### src/rtl/tlb_hrh_pkg.sv
package tlb_hrh_pkg;

    localparam int LVL_W = 9;
    localparam int VPN_W = 3 * LVL_W;

    typedef enum logic [1:0] {
        PG_4K = 2'd0,
        PG_2M = 2'd1,
        PG_1G = 2'd2
    } page_size_e;

    typedef enum logic [1:0] {
        ST_PROBE_4K = 2'd0,
        ST_PROBE_2M = 2'd1,
        ST_PROBE_1G = 2'd2
    } probe_state_e;

    // True when a stored page of size sz covers vpn: fields from the top
    // level down to the stored page's own level must agree.
    function automatic logic vpn_covers(input logic [VPN_W-1:0] stored,
                                        input logic [1:0]       sz,
                                        input logic [VPN_W-1:0] vpn);
        logic hi, mid, lo;
        hi  = stored[3*LVL_W-1:2*LVL_W] == vpn[3*LVL_W-1:2*LVL_W];
        mid = stored[2*LVL_W-1:LVL_W]   == vpn[2*LVL_W-1:LVL_W];
        lo  = stored[LVL_W-1:0]         == vpn[LVL_W-1:0];
        case (sz)
            2'd2:    return hi;
            2'd1:    return hi && mid;
            default: return hi && mid && lo;
        endcase
    endfunction

endpackage

### src/rtl/tlb_hrh_way_match.sv
module tlb_hrh_way_match
    import tlb_hrh_pkg::*;
#(
    parameter int ASID_W = 16
) (
    input  logic              ent_valid_i,
    input  logic [1:0]        ent_size_i,
    input  logic [ASID_W-1:0] ent_asid_i,
    input  logic [VPN_W-1:0]  ent_vpn_i,
    input  logic [1:0]        probe_size_i,
    input  logic [ASID_W-1:0] probe_asid_i,
    input  logic [VPN_W-1:0]  probe_vpn_i,
    output logic              hit_o
);
    always_comb begin
        hit_o = ent_valid_i
             && (ent_size_i == probe_size_i)
             && (ent_asid_i == probe_asid_i)
             && vpn_covers(ent_vpn_i, probe_size_i, probe_vpn_i);
    end
endmodule

### src/rtl/tlb_hrh_plru.sv
module tlb_hrh_plru #(
    parameter int WAYS = 4,
    parameter int SETS = 8,
    localparam int IDX_W = $clog2(SETS),
    localparam int WAY_W = $clog2(WAYS)
) (
    input  logic             clk,
    input  logic             rst_n,
    input  logic             touch_en_i,
    input  logic [IDX_W-1:0] touch_set_i,
    input  logic [WAY_W-1:0] touch_way_i,
    input  logic             fill_en_i,
    input  logic [IDX_W-1:0] fill_set_i,
    input  logic [WAY_W-1:0] fill_way_i,
    output logic [WAY_W-1:0] victim_way_o
);
    localparam int NODES = WAYS - 1;

    logic [NODES-1:0] tree_q [SETS];
    logic [NODES-1:0] tree_d [SETS];

    // Each node bit points toward the less recently used half.
    function automatic logic [NODES-1:0] touch(input logic [NODES-1:0] t,
                                               input logic [WAY_W-1:0] w);
        int n;
        n = 0;
        for (int l = 0; l < WAY_W; l++) begin
            t[n] = ~w[WAY_W-1-l];
            n = 2 * n + 1 + int'(w[WAY_W-1-l]);
        end
        return t;
    endfunction

    function automatic logic [WAY_W-1:0] victim(input logic [NODES-1:0] t);
        int n;
        n = 0;
        for (int l = 0; l < WAY_W; l++) begin
            n = 2 * n + 1 + int'(t[n]);
        end
        return WAY_W'(n - NODES);
    endfunction

    always_comb begin
        for (int s = 0; s < SETS; s++) begin
            tree_d[s] = tree_q[s];
            if (touch_en_i && touch_set_i == IDX_W'(s))
                tree_d[s] = touch(tree_d[s], touch_way_i);
            if (fill_en_i && fill_set_i == IDX_W'(s))
                tree_d[s] = touch(tree_d[s], fill_way_i);
        end
    end

    always_ff @(posedge clk or negedge rst_n) begin
        if (!rst_n) begin
            for (int s = 0; s < SETS; s++) tree_q[s] <= '0;
        end else begin
            for (int s = 0; s < SETS; s++) tree_q[s] <= tree_d[s];
        end
    end

    assign victim_way_o = victim(tree_q[fill_set_i]);
endmodule

### src/rtl/tlb_hrh.sv
module tlb_hrh
    import tlb_hrh_pkg::*;
#(
    parameter int WAYS   = 4,
    parameter int SETS   = 8,
    parameter int ASID_W = 16,
    parameter int PPN_W  = 44,
    parameter int PERM_W = 8
) (
    input  logic              clk,
    input  logic              rst_n,
    input  logic              lookup_valid_i,
    input  logic [26:0]       lookup_vpn_i,
    input  logic [ASID_W-1:0] lookup_asid_i,
    input  logic              walk_pending_i,
    output logic              hit_o,
    output logic              done_o,
    output logic [PPN_W-1:0]  ppn_o,
    output logic [PERM_W-1:0] perm_o,
    output logic [1:0]        size_o,
    input  logic              refill_valid_i,
    input  logic [26:0]       refill_vpn_i,
    input  logic [ASID_W-1:0] refill_asid_i,
    input  logic [1:0]        refill_size_i,
    input  logic [PPN_W-1:0]  refill_ppn_i,
    input  logic [PERM_W-1:0] refill_perm_i,
    input  logic              flush_i,
    input  logic [26:0]       flush_vpn_i,
    input  logic [ASID_W-1:0] flush_asid_i
);
    localparam int IDX_W = $clog2(SETS);
    localparam int WAY_W = $clog2(WAYS);

    // Storage: flip-flop array, one entry per set and way.
    logic              ent_valid_q [SETS][WAYS];
    logic [1:0]        ent_size_q  [SETS][WAYS];
    logic [ASID_W-1:0] ent_asid_q  [SETS][WAYS];
    logic [VPN_W-1:0]  ent_vpn_q   [SETS][WAYS];
    logic [PPN_W-1:0]  ent_ppn_q   [SETS][WAYS];
    logic [PERM_W-1:0] ent_perm_q  [SETS][WAYS];

    probe_state_e      state_q, state_d;
    logic [VPN_W-1:0]  req_vpn_q;
    logic [ASID_W-1:0] req_asid_q;

    logic              active;
    logic [1:0]        probe_size;
    logic [VPN_W-1:0]  probe_vpn;
    logic [ASID_W-1:0] probe_asid;
    logic [IDX_W-1:0]  probe_set;
    logic [WAYS-1:0]   way_hit;
    logic              any_hit;
    logic [WAY_W-1:0]  hit_way;

    logic [IDX_W-1:0]  fill_set;
    logic [WAY_W-1:0]  fill_way, free_way, victim_way;
    logic              have_free;
    logic              flush_all;
    logic              flush_kill [SETS][WAYS];

    function automatic logic [IDX_W-1:0] set_of(input logic [VPN_W-1:0] v,
                                                input logic [1:0]       sz);
        case (sz)
            2'd1:    return v[LVL_W +: IDX_W];
            2'd2:    return v[2*LVL_W +: IDX_W];
            default: return v[IDX_W-1:0];
        endcase
    endfunction

    // ---------------- probe path ----------------
    assign active     = lookup_valid_i && !walk_pending_i && !flush_i;
    assign probe_vpn  = (state_q == ST_PROBE_4K) ? lookup_vpn_i  : req_vpn_q;
    assign probe_asid = (state_q == ST_PROBE_4K) ? lookup_asid_i : req_asid_q;
    assign probe_set  = set_of(probe_vpn, probe_size);

    for (genvar w = 0; w < WAYS; w++) begin : g_way
        tlb_hrh_way_match #(.ASID_W(ASID_W)) u_match (
            .ent_valid_i  (ent_valid_q[probe_set][w]),
            .ent_size_i   (ent_size_q[probe_set][w]),
            .ent_asid_i   (ent_asid_q[probe_set][w]),
            .ent_vpn_i    (ent_vpn_q[probe_set][w]),
            .probe_size_i (probe_size),
            .probe_asid_i (probe_asid),
            .probe_vpn_i  (probe_vpn),
            .hit_o        (way_hit[w])
        );
    end

    always_comb begin
        any_hit = |way_hit;
        hit_way = '0;
        for (int w = WAYS - 1; w >= 0; w--) begin
            if (way_hit[w]) hit_way = WAY_W'(w);
        end
    end

    // ---------------- state register ----------------
    always_ff @(posedge clk or negedge rst_n) begin
        if (!rst_n) state_q <= ST_PROBE_4K;
        else        state_q <= state_d;
    end

    always_comb begin
        state_d = state_q;
        if (flush_i) begin
            state_d = ST_PROBE_4K;                         // abort
        end else if (active) begin
            unique case (state_q)
                ST_PROBE_4K: state_d = any_hit ? ST_PROBE_4K : ST_PROBE_2M;
                ST_PROBE_2M: state_d = any_hit ? ST_PROBE_4K : ST_PROBE_1G;
                ST_PROBE_1G: state_d = ST_PROBE_4K;
                default:     state_d = ST_PROBE_4K;
            endcase
        end
    end

    // ---------------- outputs ----------------
    always_comb begin
        unique case (state_q)
            ST_PROBE_4K: probe_size = PG_4K;
            ST_PROBE_2M: probe_size = PG_2M;
            ST_PROBE_1G: probe_size = PG_1G;
            default:     probe_size = PG_4K;
        endcase
        hit_o  = active && any_hit;
        done_o = active && (any_hit || state_q == ST_PROBE_1G);
        ppn_o  = ent_ppn_q[probe_set][hit_way];
        perm_o = ent_perm_q[probe_set][hit_way];
        size_o = ent_size_q[probe_set][hit_way];
    end

    // Request capture on the first probe of a sequence.
    always_ff @(posedge clk or negedge rst_n) begin
        if (!rst_n) begin
            req_vpn_q  <= '0;
            req_asid_q <= '0;
        end else if (state_q == ST_PROBE_4K && active && !any_hit) begin
            req_vpn_q  <= lookup_vpn_i;
            req_asid_q <= lookup_asid_i;
        end
    end

    // ---------------- refill way choice ----------------
    assign fill_set = set_of(refill_vpn_i, refill_size_i);

    always_comb begin
        have_free = 1'b0;
        free_way  = '0;
        for (int w = WAYS - 1; w >= 0; w--) begin
            if (!ent_valid_q[fill_set][w]) begin
                have_free = 1'b1;
                free_way  = WAY_W'(w);
            end
        end
        fill_way = have_free ? free_way : victim_way;
    end

    tlb_hrh_plru #(.WAYS(WAYS), .SETS(SETS)) u_plru (
        .clk          (clk),
        .rst_n        (rst_n),
        .touch_en_i   (hit_o),
        .touch_set_i  (probe_set),
        .touch_way_i  (hit_way),
        .fill_en_i    (refill_valid_i),
        .fill_set_i   (fill_set),
        .fill_way_i   (fill_way),
        .victim_way_o (victim_way)
    );

    // ---------------- flush selection ----------------
    assign flush_all = (flush_vpn_i == '0) && (flush_asid_i == '0);

    always_comb begin
        for (int s = 0; s < SETS; s++) begin
            for (int w = 0; w < WAYS; w++) begin
                flush_kill[s][w] = flush_all
                    || ((ent_asid_q[s][w] == flush_asid_i)
                        && ((flush_vpn_i == '0)
                            || vpn_covers(ent_vpn_q[s][w], ent_size_q[s][w], flush_vpn_i)));
            end
        end
    end

    // ---------------- storage update ----------------
    always_ff @(posedge clk or negedge rst_n) begin
        if (!rst_n) begin
            for (int s = 0; s < SETS; s++)
                for (int w = 0; w < WAYS; w++)
                    ent_valid_q[s][w] <= 1'b0;
        end else begin
            if (flush_i) begin
                for (int s = 0; s < SETS; s++)
                    for (int w = 0; w < WAYS; w++)
                        if (flush_kill[s][w]) ent_valid_q[s][w] <= 1'b0;
            end
            if (refill_valid_i) ent_valid_q[fill_set][fill_way] <= 1'b1;
        end
    end

    always_ff @(posedge clk) begin
        if (refill_valid_i) begin
            ent_size_q[fill_set][fill_way] <= refill_size_i;
            ent_asid_q[fill_set][fill_way] <= refill_asid_i;
            ent_vpn_q[fill_set][fill_way]  <= refill_vpn_i;
            ent_ppn_q[fill_set][fill_way]  <= refill_ppn_i;
            ent_perm_q[fill_set][fill_way] <= refill_perm_i;
        end
    end
endmodule

### config.mk
export PLATFORM = sky130hd
export DESIGN_NAME = tlb_hrh
export DESIGN_NICKNAME = d
export VERILOG_FILES = /design/src/rtl/tlb_hrh_pkg.sv /design/src/rtl/tlb_hrh_way_match.sv /design/src/rtl/tlb_hrh_plru.sv /design/src/rtl/tlb_hrh.sv
export SDC_FILE = /design/constraint.sdc
export NUM_CORES = 2
export LEC_CHECK = 0
export CORE_ASPECT_RATIO = 1.4
export CORE_MARGIN = 1.5
export CORE_UTILIZATION = 30
export DETAILED_ROUTE_END_ITERATION = 8
export DONT_BUFFER_PORTS = 1
export GPL_ROUTABILITY_DRIVEN = 0
export GPL_TIMING_DRIVEN = 0
export PLACE_DENSITY = 0.44
export SETUP_SLACK_MARGIN = 0.2
export SLEW_MARGIN = 15
export SYNTH_ARGS = -nofsm -noshare
export SYNTH_HDL_FRONTEND = slang
export SYNTH_HIERARCHICAL = 1
export SYNTH_SLANG_ARGS = --single-unit
### constraint.sdc
create_clock -name clk -period 9.7 [get_ports clk]
set_clock_uncertainty 0.15 [all_clocks]
set_input_delay 0.485 -clock clk [delete_from_list [all_inputs] [get_ports clk]]
set_output_delay 0.485 -clock clk [all_outputs]
set_load 0.01 [all_outputs]
==> results.md <==
- Clock Path Buffers: 4
- Leak pwr: 57.2 nW
- Final worst-path cycle share: 102%
- Critical-path top delay cell: a222oi_1
- Setup TNS: -3630 ps
- PortBufs: 0
- CTS Sinks: 3205
- Share of cells above drive strength 1: 22.0%
- First-pass DRT Iterations: 6
- I/O pins: between 200 and 250
- Slew Limit Fails: 0
- Cell repeated most along the worst path: buf_12
- Cell count after synthesis: 9192
- Net Count, Synth: 9459
- CP Capture Type: output pin
- Final non-filler cell total: roughly 17000
- Top_reg_cell synth: edfxtp_1
- Nets: about 10000
- DP HPWL: 444 mm
- Synth async-reset ratio: about 3.2%
- #FFs+latches synth: 3205
- WL per Instance: 36.3 um
- H-tree depth: 5
- CP required: 9070 ps
- Most frequent cells in the layout: edfxtp_1 (3104), nand2_1 (1083), xnor2_1 (1039)
- Global-route wire length before repair: 812 mm
- Routed length on met2: 308 mm
- Starting Density: 30.1%
- Die width: 588 um
- Synth area leader: edfxtp_1
- Clock share of power: 36.1%
- Final WL: 609 mm
- Largest cells by area after synthesis: edfxtp_1 (65%), mux4_2 (7.4%), xnor2_1 (6.4%)
- VDD IR max: 0.140 mV
- Die Area: 483000 um^2
- Sw power: 0.0106 W
- Reg power frac: 44.2%
- Clk Latency, worst-skew pair: 1010 ps
- Synth warn: 6
- Switching share of power: 29.2%
- WS Path Type: register to output pin
- Iter 0 DRT Violations: 9115
- Failing checks: negative setup slack
- Initial antenna violation count: between 40 and 50
- Vias per cell: ~5.4
- EDFF count, synth: roughly 3100
- Top Layer Used: met5
- Run status: finished with violations
- Least-Margin Pin Slew: approximately 1400 ps
- FMAX: about 100 MHz
- Routed wl met3: 36.1 mm
- Crit path max fanout: 10
- Die Y: 821 um
- DR DRC count: 0
- CP peak stage delay: 840 ps
- Vias in the first global route: a little over 90000
- Largest net degree at the start of global routing: 97
- Core Region: 477000 um^2
- Fin worst setup slack: -211 ps
- Endpoints failing setup: 39
- Mapped Area: 144000 um^2
- Via count: about 90000
- Yosys top cell area share: 65.0%
- Tot GR Track Use: roughly 25%
- Seq/Total Area, Yosys: approximately 67%
- Area growth syn-to-layout: 22.8%
- CTS buffer count: 336
- Synthesized area per cell: between 15 and 20 um^2
- Worst hold-check path type: input pin to register
- Met1 Wirelength: roughly 220 mm
- Final hold violation count: 0
- CTS tree: done
- Slew HR: 8.29%
- Worst Setup Start Kind: register
- RSZ-0062 raised after global routing: true
- Final Cell Area: 176000 um^2
- WP data arrival: 9280 ps
- Maxcap violations: 0
- Dpl cell area: 157000 um^2
- DP Cell Count: 15800
- Cell-internal power: 0.0257 W
- Unique masters post-synth: 66
- Pwr dens: 206 nW/um^2
- Root buf cell: clkbuf_16
- Most common cell after layout, fill and taps aside: edfxtp_1
- Gr ovfl total: 0
- Num rows: 300
- Logic pwr share: approximately 20%
- Post-route minimum period: 9910 ps
- Clock-pin slew on the worst setup and hold paths: 60 ps
- Fillers: between 40000 and 50000
- ANT nets after route: 0
final timing paths:
kind | start | end | slack (ps) | cells after the start
max in group asynchronous | rst_n | req_vpn_q[16] | 7820 | 4
min in group asynchronous | rst_n | req_vpn_q[7] | 530 | 3
min | lookup_asid_i[0] | req_asid_q[0] | 80 | 2
max | state_q[1] | ppn_o[23] | -210 | 31
min reg2reg | req_asid_q[15] | req_asid_q[15] | 360 | 1
max reg2reg | state_q[1] | req_asid_q[11] | 800 | 28
area by class of cell:
| type | count | area (um^2) | area share [%] |
|---|---|---|---|
| Clock inverter | 184 | 1770 | 1.01 |
| Tap cell | 6342 | 7940 | 4.50 |
| Multi-Input combinational cell | 5317 | 47800 | 27.1 |
| Timing Repair Buffer | 618 | 9170 | 5.21 |
| Clock buffer | 420 | 8970 | 5.09 |
| Buffer | 571 | 4330 | 2.46 |
| Inverter | 98 | 404 | 0.229 |
| Timing Repair inverter | 1 | 20.0 | 0.0114 |
| Antenna cell | 22 | 55.1 | 0.0312 |
| Sequential cell | 3205 | 95700 | 54.3 |
power by group through the flow:
| stage | Sequential, W | Combinational, W | Clock, W |
|---|---|---|---|
| global route | 0.0161 | 0.00740 | 0.0138 |
| detailed placement | 0.0164 | 0.00610 | 0 |
| global placement | 0.0165 | 0.00581 | 0 |
| CTS | 0.0161 | 0.00703 | 0.0133 |
| floorplan | 0.0163 | 0.00340 | 0 |
| finish | 0.0161 | 0.00714 | 0.0131 |
what timing repair did:
item	in CTS	in global routing
hold buffers	255	4
pin swaps	138	91
cloned	6	1
setup endpoints to repair	125	54
endpoints found under the hold margin	3280	128
gates resized for setup	752	114
buffers inserted	87	22
kinds of logic after synthesis:
| family | after synthesis | synth area share, % |
|---|---|---|
| AOI/OAI and AO/OA | 849 | 4.38 |
| adders and majority gates | 78 | 0.680 |
| buffers and inverters | 670 | 2.20 |
| and+or+nand+nor | 1955 | 6.16 |
| DFF | 3205 | 66.7 |
| muxes | 879 | 10.4 |
| xor gates and xnor gates | 1556 | 9.50 |
per-layer routing:
metal / vias to the layer above / GRT usage (%)
met4: 18 / 14.6
met1: 47800 / 27.8
met3: 1151 / 3.85
met2: 3862 / 43.7
li1: 37200 / -
met5: - / 0
critical path, delay by kind of cell, from the launching register on:
kind                       cells  cell delay [ps]
AOI/OAI and AO/OA              7             2550
xor gates and xnor gates       1              190
adders and majority gates      1              140
buffers and inverters         14             2600
DFF                            1              390
muxes                          2              710
and+or+nand+nor                6             1540
flip-flops by register name (all words and copies together), names as in the netlist:
name,flops
ent_size_q,64
req_asid_q,16
ent_vpn_q,864
ent_ppn_q,1408
state_q,2
ent_valid_q,32
u_plru/tree_q,24
ent_asid_q,512
ent_perm_q,256
req_vpn_q,27
per-stage QoR:
step | hold slack, ps | setup slack, ps | total power [W] | util (%)
6_report | 84.6 | -211 | 0.0363 | 37.0
5_1_grt | 67.6 | -179 | 0.0373 | 37.0
4_1_cts | 0.805 | -93.7 | 0.0364 | 36.8
3_5_place_dp | 49.4 | -3670 | 0.0225 | 32.9
3_3_place_gp | 48.9 | -8080 | 0.0224 | 31.8
2_1_floorplan | 39.4 | 1580 | 0.0197 | -
cell usage after synthesis (all sizes together) (3+ instances only):
cell,n
edfxtp,3104
nand2,1129
xnor2,1056
xor2,500
mux4,471
buf,361
nand4,285
mux2i,269
nor2,219
clkbuf,211
nor4,171
a211oi,162
o22ai,153
a32oi,144
mux2,139
a21oi,111
dfrtp,101
inv,98
ha,78
o221ai,75
a2111oi,52
nor3,49
nand3,47
o21ai,44
a31oi,25
o2bb2ai,24
and2,14
a22oi,10
nand2b,10
nor2b,9
o311a,9
or2,9
o2111ai,8
o41ai,8
a221o,4
nand4b,4
o21a,4
a222oi,3
nand3b,3
Note: power is estimated with default switching activity, not from simulation.
